<file path="config.mk">
export PLATFORM = sky130hd
export DESIGN_NAME = dds_word_rx
export DESIGN_NICKNAME = d
export VERILOG_FILES = /design/src/rtl/dds_rx_pkg.sv /design/src/rtl/dds_pin_edge.sv /design/src/rtl/dds_load_stager.sv /design/src/rtl/dds_active_bank.sv /design/src/rtl/dds_phase_acc.sv /design/src/rtl/dds_word_rx.sv
export SDC_FILE = /design/constraint.sdc
export NUM_CORES = 1
export LEC_CHECK = 0
export ABC_AREA = 1
export BUFFER_PORTS_ARGS = -buffer_cell sky130_fd_sc_hd__buf_2
export CORE_ASPECT_RATIO = 1.4
export CORE_MARGIN = 3
export CORE_UTILIZATION = 50
export DETAILED_ROUTE_END_ITERATION = 8
export PLACE_DENSITY = 0.73
export SYNTH_ARGS = -nofsm -noshare
export SYNTH_HDL_FRONTEND = slang
export SYNTH_SLANG_ARGS = --single-unit
</file>
<file path="constraint.sdc">
create_clock -name clk -period 2.8 [get_ports clk]
set_clock_uncertainty 0.15 [all_clocks]
set_input_delay 0 -clock clk [delete_from_list [all_inputs] [get_ports clk]]
set_output_delay 0 -clock clk [all_outputs]
set_load 0.005 [all_outputs]
</file>
<file path="src/rtl/dds_rx_pkg.sv">
package dds_rx_pkg;
  // control byte layout (fixed by the load format)
  localparam int CTRL_W  = 8;
  localparam int OFS_W   = 5;
  localparam int BYTE_W  = 8;
  localparam logic [2:0] SERIAL_STRAP = 3'b011;

  typedef struct packed {
    logic [OFS_W-1:0] ofs;
    logic             pd;
    logic             test;
    logic             mult;
  } ctrl_t;
endpackage

</file>
<file path="src/rtl/dds_pin_edge.sv">
module dds_pin_edge #(
  parameter int N = 2
) (
  input  logic         clk,
  input  logic         rst,
  input  logic [N-1:0] pin,
  output logic [N-1:0] rise
);
  logic [N-1:0] prev_q;

  always_ff @(posedge clk) begin
    if (rst) prev_q <= '0;
    else     prev_q <= pin;
  end

  generate
    for (genvar i = 0; i < N; i++) begin : g_edge
      assign rise[i] = pin[i] & ~prev_q[i];
    end
  endgenerate
endmodule

</file>
<file path="src/rtl/dds_load_stager.sv">
module dds_load_stager
  import dds_rx_pkg::*;
#(
  parameter int ACC_W = 32
) (
  input  logic                   clk,
  input  logic                   rst,
  input  logic                   wclk_rise,
  input  logic                   fqud_rise,
  input  logic [BYTE_W-1:0]      din,
  output logic [CTRL_W+ACC_W-1:0] stage_word,
  output logic                   commit,
  output logic                   serial_mode
);
  localparam int WORD_W = CTRL_W + ACC_W;
  localparam int NBYTES = WORD_W / BYTE_W;
  localparam int PTR_W  = $clog2(WORD_W + 1);

  logic [WORD_W-1:0] stage_q;
  logic [PTR_W-1:0]  ptr_q;
  logic              serial_q;
  logic              arm_q;
  logic              strap_seen;
  logic              enter_serial;
  logic              take;

  assign strap_seen   = (din[2:0] == SERIAL_STRAP);
  assign enter_serial = fqud_rise && !serial_q && arm_q && strap_seen;
  assign commit       = fqud_rise && !enter_serial;
  // update strobe wins over a simultaneous write clock
  assign take         = wclk_rise && !fqud_rise;

  always_ff @(posedge clk) begin
    if (rst) begin
      stage_q  <= '0;
      ptr_q    <= '0;
      serial_q <= 1'b0;
      arm_q    <= 1'b0;
    end else if (fqud_rise) begin
      ptr_q <= '0;
      arm_q <= 1'b0;
      if (enter_serial) serial_q <= 1'b1;
    end else if (take) begin
      arm_q <= (ptr_q == '0) && strap_seen && !serial_q;
      if (serial_q) begin
        if (ptr_q < PTR_W'(WORD_W)) begin
          for (int i = 0; i < WORD_W; i++) begin
            if (ptr_q == PTR_W'(i)) stage_q[WORD_W-1-i] <= din[BYTE_W-1];
          end
          ptr_q <= ptr_q + 1'b1;
        end
      end else begin
        if (ptr_q < PTR_W'(NBYTES)) begin
          for (int b = 0; b < NBYTES; b++) begin
            if (ptr_q == PTR_W'(b)) stage_q[WORD_W-1-BYTE_W*b -: BYTE_W] <= din;
          end
          ptr_q <= ptr_q + 1'b1;
        end
      end
    end
  end

  assign stage_word  = stage_q;
  assign serial_mode = serial_q;


  ptr_clear_chk: assert property (@(posedge clk) disable iff (rst)
    fqud_rise |=> (ptr_q == '0));


  serial_sticky_chk: assert property (@(posedge clk) disable iff (rst)
    serial_q |=> serial_q);


  serial_entry_no_commit_chk: assert property (@(posedge clk) disable iff (rst)
    $rose(serial_q) |-> ($past(fqud_rise) && !$past(commit)));
endmodule

</file>
<file path="src/rtl/dds_active_bank.sv">
module dds_active_bank
  import dds_rx_pkg::*;
#(
  parameter int ACC_W = 32
) (
  input  logic                    clk,
  input  logic                    rst,
  input  logic                    commit,
  input  logic [CTRL_W+ACC_W-1:0] stage_word,
  output logic [ACC_W-1:0]        ftw,
  output logic [OFS_W-1:0]        ofs,
  output logic                    pd,
  output logic                    mult,
  output logic                    test_flag
);
  ctrl_t            ctrl_in;
  logic [ACC_W-1:0] ftw_in;
  ctrl_t            ctrl_q;
  logic [ACC_W-1:0] ftw_q;
  logic             test_q;

  assign ctrl_in = ctrl_t'(stage_word[CTRL_W+ACC_W-1 -: CTRL_W]);
  assign ftw_in  = stage_word[ACC_W-1:0];

  always_ff @(posedge clk) begin
    if (rst) begin
      ctrl_q <= '0;
      ftw_q  <= '0;
      test_q <= 1'b0;
    end else if (commit) begin
      if (ctrl_in.test) begin
        test_q <= 1'b1;
      end else begin
        test_q <= 1'b0;
        ctrl_q <= ctrl_in;
        ftw_q  <= ftw_in;
      end
    end
  end

  assign ftw       = ftw_q;
  assign ofs       = ctrl_q.ofs;
  assign pd        = ctrl_q.pd;
  assign mult      = ctrl_q.mult;
  assign test_flag = test_q;


  test_word_refused_chk: assert property (@(posedge clk) disable iff (rst)
    (commit && ctrl_in.test) |=> (test_q && $stable(ftw_q) && $stable(ctrl_q)));
endmodule

</file>
<file path="src/rtl/dds_phase_acc.sv">
module dds_phase_acc
  import dds_rx_pkg::*;
#(
  parameter int ACC_W = 32
) (
  input  logic             clk,
  input  logic             rst,
  input  logic [ACC_W-1:0] ftw,
  input  logic [OFS_W-1:0] ofs,
  input  logic             pd,
  output logic [ACC_W-1:0] phase_out,
  output logic             out_en
);
  localparam int LOW_W = ACC_W - OFS_W;

  logic [ACC_W-1:0] acc_q;
  logic [ACC_W-1:0] ofs_word;

  assign ofs_word = {ofs, {LOW_W{1'b0}}};

  always_ff @(posedge clk) begin
    if (rst) begin
      acc_q     <= '0;
      phase_out <= '0;
      out_en    <= 1'b0;
    end else begin
      if (!pd) acc_q <= acc_q + ftw;
      phase_out <= pd ? '0 : (acc_q + ofs_word);
      out_en    <= !pd;
    end
  end


  pd_gates_output_chk: assert property (@(posedge clk) disable iff (rst)
    pd |=> ((phase_out == '0) && !out_en));


  pd_freezes_phase_chk: assert property (@(posedge clk) disable iff (rst)
    (pd && $past(pd)) |-> $stable(acc_q));
endmodule

</file>
<file path="src/rtl/dds_word_rx.sv">
module dds_word_rx
  import dds_rx_pkg::*;
#(
  parameter int ACC_W = 32
) (
  input  logic             clk,
  input  logic             rst,
  input  logic             wclk,
  input  logic             fqud,
  input  logic [7:0]       din,
  output logic [ACC_W-1:0] phase_out,
  output logic             out_en,
  output logic             serial_mode,
  output logic             mult_en,
  output logic             test_flag
);
  localparam int WORD_W = CTRL_W + ACC_W;

  logic [1:0]        rise;
  logic [WORD_W-1:0] stage_word;
  logic              commit;
  logic [ACC_W-1:0]  ftw;
  logic [OFS_W-1:0]  ofs;
  logic              pd;

  dds_pin_edge #(.N(2)) u_edge (
    .clk  (clk),
    .rst  (rst),
    .pin  ({fqud, wclk}),
    .rise (rise)
  );

  dds_load_stager #(.ACC_W(ACC_W)) u_stager (
    .clk         (clk),
    .rst         (rst),
    .wclk_rise   (rise[0]),
    .fqud_rise   (rise[1]),
    .din         (din),
    .stage_word  (stage_word),
    .commit      (commit),
    .serial_mode (serial_mode)
  );

  dds_active_bank #(.ACC_W(ACC_W)) u_bank (
    .clk        (clk),
    .rst        (rst),
    .commit     (commit),
    .stage_word (stage_word),
    .ftw        (ftw),
    .ofs        (ofs),
    .pd         (pd),
    .mult       (mult_en),
    .test_flag  (test_flag)
  );

  dds_phase_acc #(.ACC_W(ACC_W)) u_acc (
    .clk       (clk),
    .rst       (rst),
    .ftw       (ftw),
    .ofs       (ofs),
    .pd        (pd),
    .phase_out (phase_out),
    .out_en    (out_en)
  );
endmodule

</file>
==> results.txt, run 1 <==
The worst hold path begins at fqud. Traced cell by cell, the critical path runs through inv_2 -> nand2_1 -> nor3_2 -> dlygate4sd3_1 -> nand2_1 -> nand2_1 -> nor2_2 -> inv_4 -> o21ai_0 -> a21oi_1. After detailed routing, the average wire length per cell comes to 14.09 µm.

The count of routing violations after the opening detailed-route iteration came out at 546. The count of max-cap constraint violations is 0. The number of setup buffers added after CTS is 0. The total inserted antenna cells is 0. The actual transition at the worst max-transition pin came out at just over 0.8 ns.

After detailed routing, the total wire length is 22390 µm. The number of detailed-route iterations in the first pass came out at 5. The area of the core is 0.01682 mm².

The initial utilization of the core area, before any placement, comes to 51.15%. The startpoint identified for the worst register-to-register timing path is u_stager.serial_mode. The worst setup path is launched from a flip-flop. At the worst endpoint, the arrival time is 2.67 ns. The weighted congestion reported at the end of routability-driven placement came out at 0.9914.

The overall die area came out at 0.01883 mm². The first-pass GRT wire length came out at approximately 38000 µm. The average instance in the mapped netlist occupies 6.467 µm². Power spread over the standard cell area amounts to 599.1 mW/mm². The max-slew violation total from the final report came out at 0. For the worst-skew pair, the clock arrives at the later sink with an insertion delay of 0.43 ns. The number of antenna violations at the first check in global routing was 0. The number of enable flip-flop cells after synthesis is 0. The worst-path maximum fanout came out at 41. Across all hold checks on the routed design, the worst slack comes to approximately 0.17 ns.

The leakage power figure came out at 0.005010 µW. The count of nets left with antenna violations once routing finished came out at 0. After detailed routing, the number of remaining DRC violations is 0.

The via count came out at around 8100. After global routing the overflow that remains totals 0. VDD sags by at most 320.9 µV.

The area of the mapped netlist is 0.008601 mm². The cell count after synthesis came out at 1330. The clock drives 155 sinks. The met3 track utilization from global routing is under 10%. The average vias per placed instance came out at 5.108. The run finished with clean final reports. The fraction of met1 tracks used by global routing came out at 30.03%. Headroom to the max-slew limit came out at 44.04%. On the worst path, the slowest cell contributes a delay of 0.57 ns. The signed area change from the synthesized netlist to the final layout came out at 11.89%. The class of the most critical setup path is flip-flop to flip-flop. In the synthesized netlist the dominant register cell turns out to be sky130_fd_sc_hd__dfxtp_1. The root buffer cell chosen for the clock tree is sky130_fd_sc_hd__clkbuf_16.

By area the synthesized netlist is led by sky130_fd_sc_hd__dfxtp_1, sky130_fd_sc_hd__nand2_1, sky130_fd_sc_hd__inv_1, sky130_fd_sc_hd__nor2_1, sky130_fd_sc_hd__o21ai_0. The via count of the first global-routing pass came out at 7850. In this run the deepest clock path goes through 2 buffers. The final period utilization is 88.12%. The area share of the largest cell type after synthesis came out at 36.08%. TritonCTS built the clock tree. The share of synthesized flip-flops with an asynchronous set or reset is 0%. The worst setup path startpoint is u_stager.serial_mode. The required time of the critical path is 3.00 ns. The chip height is approximately 160 µm. The smallest clock period supported by the final layout is computed as 2.467 ns. In this run the worst hold path is classified as input port to flip-flop.

Entering global routing, the biggest net connects 57 pins. The count of warnings emitted by yosys is 0. The initialized floorplan defines between 50 and 60 standard-cell rows.

In this design, the critical path's most frequently occurring cell is sky130_fd_sc_hd__nand2_1. After global routing, the most crowded layer is met2. The clock transition at the registers of the reported paths is 0.07 ns.

During placement, the flow inserted port buffers numbering 47. The number of hold-slack violations in the final timing report is 0. Counting flops and latches in the post-synthesis netlist gives 155.

The number of clock buffers added by TritonCTS is 17. Setup repair after global routing left no endpoint under its margin. The slowest stage of the critical path belongs to the cell sky130_fd_sc_hd__dlygate4sd3_1. The share of final-layout standard cells stronger than drive strength 1 is around 8.6%.

The synthesized design spends more area on one cell type than any other, namely sky130_fd_sc_hd__dfxtp_1. The kind of cell with the highest combined delay on the critical path is buffers and inverters. Global routing used a little over two fifths of the available met2 tracks.

Setup violations remaining at the end of the flow were counted as 0. The timing-limited maximum frequency is 0.4053 GHz. Leaving out fill and tap cells, the most frequent cell in the layout is sky130_fd_sc_hd__nand2_1. The H-tree generated during clock tree synthesis spans 4 levels. STA classifies the critical path endpoint as a flip-flop. The post-synthesis net count came out at 1384. For this design the top-level I/O count stands at 48.

The library cells used most frequently in the layout, excluding fill and tap cells, are sky130_fd_sc_hd__nand2_1, sky130_fd_sc_hd__inv_1, sky130_fd_sc_hd__nor2_1. Measured on the finished design, the core utilization comes to 57.22%. The sequential fraction of the synthesis area came out at 36.08%. The number of nets in the layout is between 1000 and 1500. The aggregate global-route resource usage is 25.21%. The number of buffer and inverter stages on the critical path is 3. The width of the chip came out at between 100 and 150 µm.

The count of unique library cells instantiated by Yosys came out at 37. The wire-length estimate of the detail-placed layout is 16890 µm. The setup TNS after final layout came out at 0 ns.
## through the flow
stage	setup slack, ns	total power (µW)	area (µm²)	cells
after floorplan	0.8374	3303	8601	1330
after global placement	0.6135	3588	8949	1545
after detailed placement	0.5868	3609	8949	1545
after CTS	0.1513	5805	9620	1589
after global routing	0.1037	6091	9623	1589
final	0.3325	5765	9623	1589
## path summary, 6_finish.rpt
check	to	slack, ns	cells past startpoint
worst max register to register	u_bank.pd	0.33	10
worst min register to register	u_stager.stage_word[17]	0.31	2
worst max-delay path	u_bank.pd	0.33	10
worst min-delay path	u_edge.prev_q[1]	0.17	4
## cells in the mapped netlist, types with 6 or more instances
master / number
sky130_fd_sc_hd__ha_1: 40
sky130_fd_sc_hd__nor3_1: 13
sky130_fd_sc_hd__dfxtp_1: 155
sky130_fd_sc_hd__inv_1: 205
sky130_fd_sc_hd__inv_2: 8
sky130_fd_sc_hd__buf_2: 7
sky130_fd_sc_hd__xor2_1: 16
sky130_fd_sc_hd__nor2_1: 195
sky130_fd_sc_hd__o21ai_0: 102
sky130_fd_sc_hd__nand3_1: 67
sky130_fd_sc_hd__clkbuf_1: 28
sky130_fd_sc_hd__a21oi_1: 99
sky130_fd_sc_hd__o21ai_1: 10
sky130_fd_sc_hd__a31oi_1: 6
sky130_fd_sc_hd__nand2_1: 332
sky130_fd_sc_hd__nor2_2: 6
## where the power goes
group          switching (µW)  internal (µW)  leakage, µW
Combinational             679            385      0.00348
Sequential                118           2400      0.00127
Clock                     960           1230     0.000260
Total                    1760           4010      0.00501
## state kept, by name, summed over array words and instances, names as in the netlist
register	flops
u_acc.acc_q	32
u_acc.out_en	1
u_acc.phase_out	32
u_bank.ftw	32
u_bank.mult	1
u_bank.ofs	5
u_bank.pd	1
u_bank.test_flag	1
u_edge.prev_q	2
u_stager.arm_q	1
u_stager.ptr_q	6
u_stager.serial_mode	1
u_stager.stage_word	40
## cell type report
type	instances	area, µm²
clock inverters	13	118.9
multi-input cells	919	4488
repair buffers	66	420.4
fillers	1687	7193
well taps	203	254.0
inverters	214	805.8
clock buffers	19	432.9
flip-flops and latches	155	3103
## worst min-delay path, delay by kind of cell
kind / cells / cell delay (ns)
buffers and inverters: 3 / 0.65
and+or+nand+nor: 1 / 0.06
## metal layers
layer / wire length [µm] / share of wire (%)
met4: 926 / 4.1
met2: 11140 / 50
met1: 9578 / 43
met3: 747 / 3.3
met5: 0 / 0
## cells by family (layout without fill, tap and decap cells)
kind of cell               Yosys count  after routing  share of synthesized area (%)
adders and majority gates           42             42                          6.285
xor gates and xnor gates            17             17                          1.731
and+or+nand+nor                    633            633                          30.43
AOI/OAI and AO/OA                  227            227                          13.70
buffers and inverters              256            312                          11.77
DFF                                155            155                          36.08
## repair_timing
| item | 4_1_cts | 5_1_grt |
|---|---|---|
| endpoints found under the hold margin | 37 | 0 |
| hold buffers | 12 | 0 |
| endpoints found under the setup margin | 0 | 13 |
| resized for setup | 0 | 2 |
Note: power is estimated with default switching activity, not from simulation.
==> run 2, diff against run 1 <==
--- a/config.mk
+++ b/config.mk
@@ -9,9 +9,9 @@
 export BUFFER_PORTS_ARGS = -buffer_cell sky130_fd_sc_hd__buf_2
 export CORE_ASPECT_RATIO = 1.4
 export CORE_MARGIN = 3
-export CORE_UTILIZATION = 50
+export CORE_UTILIZATION = 60
 export DETAILED_ROUTE_END_ITERATION = 8
-export PLACE_DENSITY = 0.73
+export PLACE_DENSITY = 0.85
 export SYNTH_ARGS = -nofsm -noshare
 export SYNTH_HDL_FRONTEND = slang
 export SYNTH_SLANG_ARGS = --single-unit
==> run 2 against run 1 <==
Net effect: clock-buffer cell count down 1; die area down 16%; sequential power about the same; setup slack worse by 0.094 ns; combinational power about the same; design area about the same; register-to-register slack worse by 0.09 ns; core utilization up 12 points; via count up 3.1%; largest power group unchanged.
==> results.txt, run 2 (same netlist as run 1, synthesis figures left out) <==
The run finished with clean final reports. Measured along the x axis, the die boundary spans between 100 and 150 µm. Timing analysis after detailed placement gives a worst setup slack of 0.6331 ns. The max-slew violation total from the final report came out at 0. In this run the power density over the cells is 607.1 mW/mm². Setup violations remaining at the end of the flow were counted as 0.

The worst pin sits at a relative slew slack of around 55%. Entering global routing, the biggest net connects 57 pins. The post-layout worst setup margin came out at 0.2389 ns. In this run the clock root is driven by a sky130_fd_sc_hd__clkbuf_16. At the worst endpoint, the required time is 3.00 ns. Detailed placement ended at an HPWL of 16420 µm. The number of CTS-inserted buffers is 17. The clock tree buffer depth is 2. The global-route congestion overflow total is 0. The number of I/O port buffers came out at 47. The number of antenna violations at the first check in global routing came out at 0. The via count of the first global-routing pass came to 8032.

The first global-routing pass estimated between 30000 and 40000 µm of wire. The chip height is 147.7 µm. The total inserted antenna cells came out at 0.

The share of final-layout standard cells stronger than drive strength 1 came out at under 10%. STA classifies the critical path startpoint as a flip-flop. The final period utilization is 91.47%. The flip-flop count of the largest register, all copies and words added is 40. The worst hold-check path type is input port to flip-flop. The count of routing violations after the opening detailed-route iteration is 467. The TritonCTS clock tree is done. Along the worst path, the maximum fanout reaches 41. The H-tree was split into 4 levels. The number of hold-slack violations in the final timing report came out at 0. The delay of the slowest critical-path stage came out at 0.59 ns. After clock tree synthesis, the clock-pin slew on the worst setup and hold paths is 0.07 ns. Summed over all failing endpoints, the final setup total negative slack is 0 ns. The utilization after layout came out at 68.83%.

Power comes to 5840 µW. The weighted congestion reported at the end of routability-driven placement is 0.9831. Dividing the detail-routed via count by the number of cells gives 5.325.

The critical path in this run is classified as flip-flop to flip-flop. The highest metal layer used by the detailed router is met4. STA puts the critical path data arrival time at 2.76 ns.

The number of cells traversed by the worst register-to-register path came out at 10. The total I/O pin count came out at 48. The count of max-cap constraint violations is 0. Row generation in the floorplan step produced 51 rows.

The number of clock sinks is 155. The actual transition at the worst max-transition pin came out at between 0.6 and 0.7 ns. Leaving out fill and tap cells, the most frequent cells in the layout are sky130_fd_sc_hd__nand2_1, sky130_fd_sc_hd__inv_1, sky130_fd_sc_hd__nor2_1. The capturing element type of the critical path is a flip-flop. Counting stages on the worst path, the most repeated cell is sky130_fd_sc_hd__nand2_1. The final critical delay including setup and external delays is about 2.6 ns. The insertion delay to the later sink of the worst-skew pair came out at 0.44 ns. The number of nets in the layout is 1428. From synthesis to final layout, the design area changed by 11.84%.

The signal on the critical path passes through inv_2 -> nand2_1 -> nor3_2 -> dlygate4sd3_1 -> nand2_1 -> nand2_1 -> nor2_2 -> inv_4 -> o21ai_0 -> a21oi_1. The met1 routed wirelength after detailed routing is between 8000 and 9000 µm. The average detailed-routed wire length per instance is roughly 14 µm. The post-route DRC violation count came out at 0. The number of antenna-violating nets in the routed design came out at 0. The area of the core came out at 0.01397 mm². The critical path crosses 10 cells after its start point. The timing-limited maximum frequency came out at 0.3905 GHz. The most common cell after layout, fill and taps aside is sky130_fd_sc_hd__nand2_1. Wire segments on met3 add up to 1242 µm in the final route.

Global routing consumed, over all layers together, slightly below 30% of the routing resources. In this run, placement finished with an instance count of 1528. The hold-critical path depth is 5. The overall routed net length is ~23000 µm. Among cell families on the critical path, the largest total delay comes from buffers and inverters. The leakage power figure is between 0.005 and 0.006 µW. Setup repair after global routing left no endpoint under its margin. The critical path contains buffers and inverters numbering 3 combined.

The die covers roughly 0.016 mm². The detailed-routed wire length on met2 came out at 11150 µm. The slowest stage of the critical path belongs to the cell sky130_fd_sc_hd__dlygate4sd3_1. The number of detailed-route iterations in the first pass is 6. IR analysis of the VDD net gives a maximum drop of 393.7 µV. The initial utilization of the core area, before any placement, comes to 61.55%. After filler insertion, the fill cell instance count of the layout stands at 1248. The count of cells in the finished layout, fillers not included, comes to 1572. The number of setup buffers added after CTS is 0.

The via count came out at between 8000 and 9000.
-- run 2: path summary, 6_finish.rpt --
kind	slack [ns]	to	from
min	0.11	u_stager.stage_word[8]	din[0]
min reg2reg	0.31	u_acc.phase_out[3]	u_acc.acc_q[3]
max reg2reg	0.24	u_bank.pd	u_stager.serial_mode
max	0.24	u_bank.pd	u_stager.serial_mode
-- run 2: area by class of cell --
type                    count  area (µm²)  share of cell area, %
repair buffers             67       415.4                  4.318
well taps                 185       231.5                  2.406
clock buffers              18       439.2                  4.566
flip-flops and latches    155        3103                  32.26
inverters                 214       805.8                  8.377
clock inverters            14       136.4                  1.418
multi-input cells         919        4488                  46.66
-- run 2: stage by stage --
step / instance area (µm²) / hold slack (ns)
floorplan: 8601 / -0.04755
global placement: 8921 / 0.06839
detailed placement: 8921 / 0.07455
CTS: 9617 / 0.09694
global route: 9619 / 0.1563
finish: 9619 / 0.1066
-- run 2: what timing repair did --
action,4_1_cts,5_1_grt
resized for setup,0,2
hold buffers,12,0
hold endpoints to repair,37,0
endpoints found under the setup margin,0,13
-- run 2: where the power goes --
group | switching, µW | total [µW] | internal [µW]
logic | 691 | 1080 | 385
registers | 118 | 2510 | 2400
clock network | 987 | 2250 | 1260
total | 1800 | 5840 | 4040
-- run 2: tightest hold or removal path, delay by kind of cell --
family | cells | cell delay, ns
buffers and inverters | 2 | 0.17
AO/OA/AOI/OAI | 2 | 0.31
AND/OR/NAND/NOR | 1 | 0.17
-- run 2: per-layer routing --
| layer | up-vias | GRT usage (%) |
|---|---|---|
| met4 | 0 | 16.63 |
| met1 | 3744 | 33.95 |
| li1 | 4263 | - |
| met5 | - | 0 |
| met3 | 89 | 5.330 |
| met2 | 275 | 51.41 |
==> run 3, diff against run 2 <==
--- a/config.mk
+++ b/config.mk
@@ -11,7 +11,8 @@
 export CORE_MARGIN = 3
 export CORE_UTILIZATION = 60
 export DETAILED_ROUTE_END_ITERATION = 8
-export PLACE_DENSITY = 0.85
+export PLACE_DENSITY = 0.79
 export SYNTH_ARGS = -nofsm -noshare
 export SYNTH_HDL_FRONTEND = slang
+export SYNTH_HIERARCHICAL = 1
 export SYNTH_SLANG_ARGS = --single-unit
==> run 3 against run 2 <==
Net effect: die area grew 8.9%; critical path depth rose by 2; clock power is 3% lower; core utilization down 0.57 points; hold slack improved by 0.16 ns; setup slack better by 0.34 ns; global-route usage shrank 2.6 points; sequential share of layout area fell by 2.3 points; via count is 5.0% higher.
==> results.txt, run 3 <==
The average detailed-routed wire length per instance came out at between 10 and 15 µm. Measured on the finished design, the core utilization comes to 68.26%. The fraction of power spent switching nets came out at 32.45%. Sequential cells account for 42.5% of the total power. The power density relative to cell area came out at 572.2 mW/mm². The via count is about 9000. The signed area change from the synthesized netlist to the final layout is 10.23%. The leakage power figure is just over 0.005 µW. VDD sags by at most approximately 380 µV. The final period utilization came out at 79.16%.

The share of synthesized flip-flops with an asynchronous set or reset is 0%. The count of warnings emitted by yosys is 6. TritonCTS created 17 clock buffers. The synthesized design contains 0 enable-type register cells. The cell that appears most often on the critical path is sky130_fd_sc_hd__nand2_1. The critical path in this run is classified as flip-flop to flip-flop. The number of I/O port buffers came out at 47. The global-route congestion overflow total came out at 0. The count of hold-fix buffers inserted at cts is 14. Data on the critical path arrives at its endpoint at 2.39 ns. The number of detailed-route iterations in the first pass is 5. The synthesized netlist contains 36 unique library cells. 48 I/O pins were placed. The number of clock sinks came out at 155. The max-slew violation total from the final report is 0. The master cell of the clock root buffer is sky130_fd_sc_hd__clkbuf_16. Derived from the worst setup path, the maximum achievable clock frequency is 0.4511 GHz. The number of setup buffers added after CTS came out at 0. The setup TNS after final layout came out at 0 ns.

Setup violations remaining at the end of the flow were counted as 0. The H-tree depth is 4. The count of routing violations after the opening detailed-route iteration came out at about 520. The first-pass GRT wire length is around 38000 µm. The TritonCTS clock tree is done. The width of the chip is 111.8 µm.

After the last flow step, the layout net total stands at 1559. The average size of a mapped cell came out at roughly 6.4 µm². Traced cell by cell, the critical path runs through ha_1 -> fa_1 -> nand3_1 -> nand3_1 -> nand2_1 -> nand2_1 -> nand2_1 -> nand2_1 -> nand2_1 -> nand2_1 -> o21ai_1 -> inv_1. The delay of the slowest critical-path stage is 0.50 ns.

Among all flip-flop cells after synthesis, the most frequent one is sky130_fd_sc_hd__dfxtp_1. The chip height came out at 154.1 µm. The count of fill cells added during filler insertion came out at around 1400.

The via count of the first global-routing pass came out at approximately 8200. The post-cts sizing count is 0. The required time of the critical path came out at 2.97 ns.

Entering global routing, the biggest net connects 43 pins. In this run, the combinational gates consume 20.8% of the power. The area of the mapped netlist is 0.009404 mm². Setup repair after global routing left no endpoint under its margin. The actual transition at the worst max-transition pin is between 0.8 and 0.9 ns.

The number of buffer and inverter stages on the critical path is 1. The average vias per placed instance is 5.139. The worst-case register-to-register setup slack is around 0.58 ns.

The total inserted antenna cells is 0. For this design, the slowest cell found on the critical path is sky130_fd_sc_hd__fa_1. The sequential standard cell area came out at 0.003103 mm². The clock period could shrink to 2.217 ns. The share of the Yosys chip area taken by registers is 33.00%.

The library cell occupying the most area in the post-synthesis netlist is sky130_fd_sc_hd__dfxtp_1. In the layout the commonest cells are sky130_fd_sc_hd__nand2_1, sky130_fd_sc_hd__inv_1, sky130_fd_sc_hd__nor2_1. The congestion estimate from routability-driven global placement came to between 0.9 and 1.

The area share of the largest cell type after synthesis is 33.00%. The tightest min-delay check is of the input port to flip-flop type. The worst slack at placement came out at 0.6040 ns. The cell internal power dissipation came out at between 4000 and 5000 µW. The overall die area is 0.01723 mm². The flow ran to the end, and the final reports show no timing, DRC or antenna violations. No sink is reached through more buffers than the 2 on the longest clock path. The share of final-layout standard cells stronger than drive strength 1 came out at 13.24%. The share of power burned in the clock network is 36.7%. The number of hold-slack violations in the final timing report was 0. The flop and latch count out of synthesis is 155. Sorting the synthesized cells by area gives the leading types as sky130_fd_sc_hd__dfxtp_1, sky130_fd_sc_hd__nand2_1, sky130_fd_sc_hd__inv_1, sky130_fd_sc_hd__nor2_1, sky130_fd_sc_hd__ha_1.

On the critical path the largest part of the delay comes from adder cells. The post-route DRC violation count is 0. The area of combinational cells with multiple inputs came out at 0.005101 mm². The commonest cells after synthesis are sky130_fd_sc_hd__nand2_1, sky130_fd_sc_hd__inv_1, sky130_fd_sc_hd__nor2_1.

The capturing element type of the critical path is a flip-flop. The insertion delay to the later sink of the worst-skew pair is 0.43 ns. The max-slew headroom at the worst pin is about two fifths. The worst-path maximum fanout is 4. In this run the power spent charging and discharging nets is 1925 µW. The post-synthesis net count is approximately 1500. The number of placement rows came out at 53.

The clock transition at the registers of the reported paths came out at 0.07 ns. The worst setup path is launched from a flip-flop. The number of antenna violations at the first check in global routing is 0. In the post-synthesis netlist, the cell with the most instances is sky130_fd_sc_hd__nand2_1. The area of the core is 0.01519 mm². Once detailed placement completed, the half-perimeter wirelength came to 17150 µm. The overall routed net length is 22880 µm. For this run, the total global-route usage over all layers was measured as 27.02%. The starting density of the core is 61.93%. Across the run, the number of max-cap violations was 0.

The post-layout worst setup margin came out at 0.5834 ns. The flip-flop count of the largest register, all copies and words added is 40. The detail route stage leaves a number of antenna-violating nets equal to 0. Synthesis produced 1461 cells. The most common cell after layout, fill and taps aside is sky130_fd_sc_hd__nand2_1.
==> run 3: changes by cell type in the layout (fill, tap and decap cells not counted), moves of 5 or more <==
cell / delta
sky130_fd_sc_hd__o21ai_0: -45
sky130_fd_sc_hd__nor2_2: +35
sky130_fd_sc_hd__nor2_1: +11
sky130_fd_sc_hd__nor2_4: +28
sky130_fd_sc_hd__a31oi_1: -6
sky130_fd_sc_hd__inv_1: +29
sky130_fd_sc_hd__nor3_1: -10
sky130_fd_sc_hd__nand3_2: +5
sky130_fd_sc_hd__a21oi_1: -24
sky130_fd_sc_hd__nand2_2: +15
sky130_fd_sc_hd__nand2_1: +64
sky130_fd_sc_hd__nand3_1: +30
==> run 3: worst paths after layout <==
kind             startpoint                      end  cells after the start
max           u_bank/ftw[0]          u_acc/acc_q[16]                     12
min                  din[7]  u_stager/stage_word[39]                      4
max reg2reg   u_bank/ftw[0]          u_acc/acc_q[16]                     12
min reg2reg  u_acc/acc_q[5]       u_acc/phase_out[5]                      2
==> run 3: layout make-up <==
type / count / area share, %
flip-flops and latches: 155 / 29.93
well taps: 192 / 2.317
multi-input cells: 1017 / 49.21
repair buffers: 72 / 4.418
clock buffers: 17 / 4.104
clock inverters: 15 / 1.231
inverters: 242 / 8.787
==> run 3: per-layer routing <==
metal | vias to the layer above | GRT usage (%) | share of wire [%]
met5 | - | 0 | 0
met1 | 3908 | 29.45 | 39
met2 | 264 | 49.63 | 51
met3 | 74 | 4.252 | 5.1
li1 | 4542 | - | -
met4 | 0 | 14.38 | 4.7
==> run 3: per-stage QoR <==
stage	instance area, µm²	total power [µW]	cells	hold WS [ns]
2_1_floorplan	9404	3470	1461	-0.08093
3_3_place_gp	9673	3733	1664	0.06727
3_5_place_dp	9673	3762	1664	0.07243
4_1_cts	10370	5955	1710	0.2343
5_1_grt	10370	6248	1710	0.2737
6_report	10370	5932	1710	0.2618
==> run 3: power by group through the flow <==
| stage | sequential (µW) | combinational (µW) | clock (µW) |
|---|---|---|---|
| after floorplan | 2540 | 935 | 0 |
| after global placement | 2560 | 1170 | 0 |
| after detailed placement | 2570 | 1200 | 0 |
| after CTS | 2520 | 1230 | 2210 |
| after global routing | 2540 | 1400 | 2310 |
| final | 2520 | 1230 | 2180 |
==> run 3: cells by family (layout without fill, tap and decap cells) <==
group / Yosys count / in the layout / synth area share, %
DFF: 155 / 155 / 33.00
and+or+nand+nor: 811 / 811 / 38.89
xor gates and xnor gates: 17 / 17 / 1.583
AOI/OAI and AO/OA: 147 / 147 / 7.983
buffers and inverters: 289 / 346 / 12.80
adders and majority gates: 42 / 42 / 5.748
==> run 3: worst register-to-register path: cells and delay by family, from the launching register on <==
kind                       cells  cell delay, ns
adders and majority gates      2            0.77
and+or+nand+nor                8            0.72
AOI/OAI and AO/OA              1            0.13
buffers and inverters          1            0.05
DFF                            1            0.32
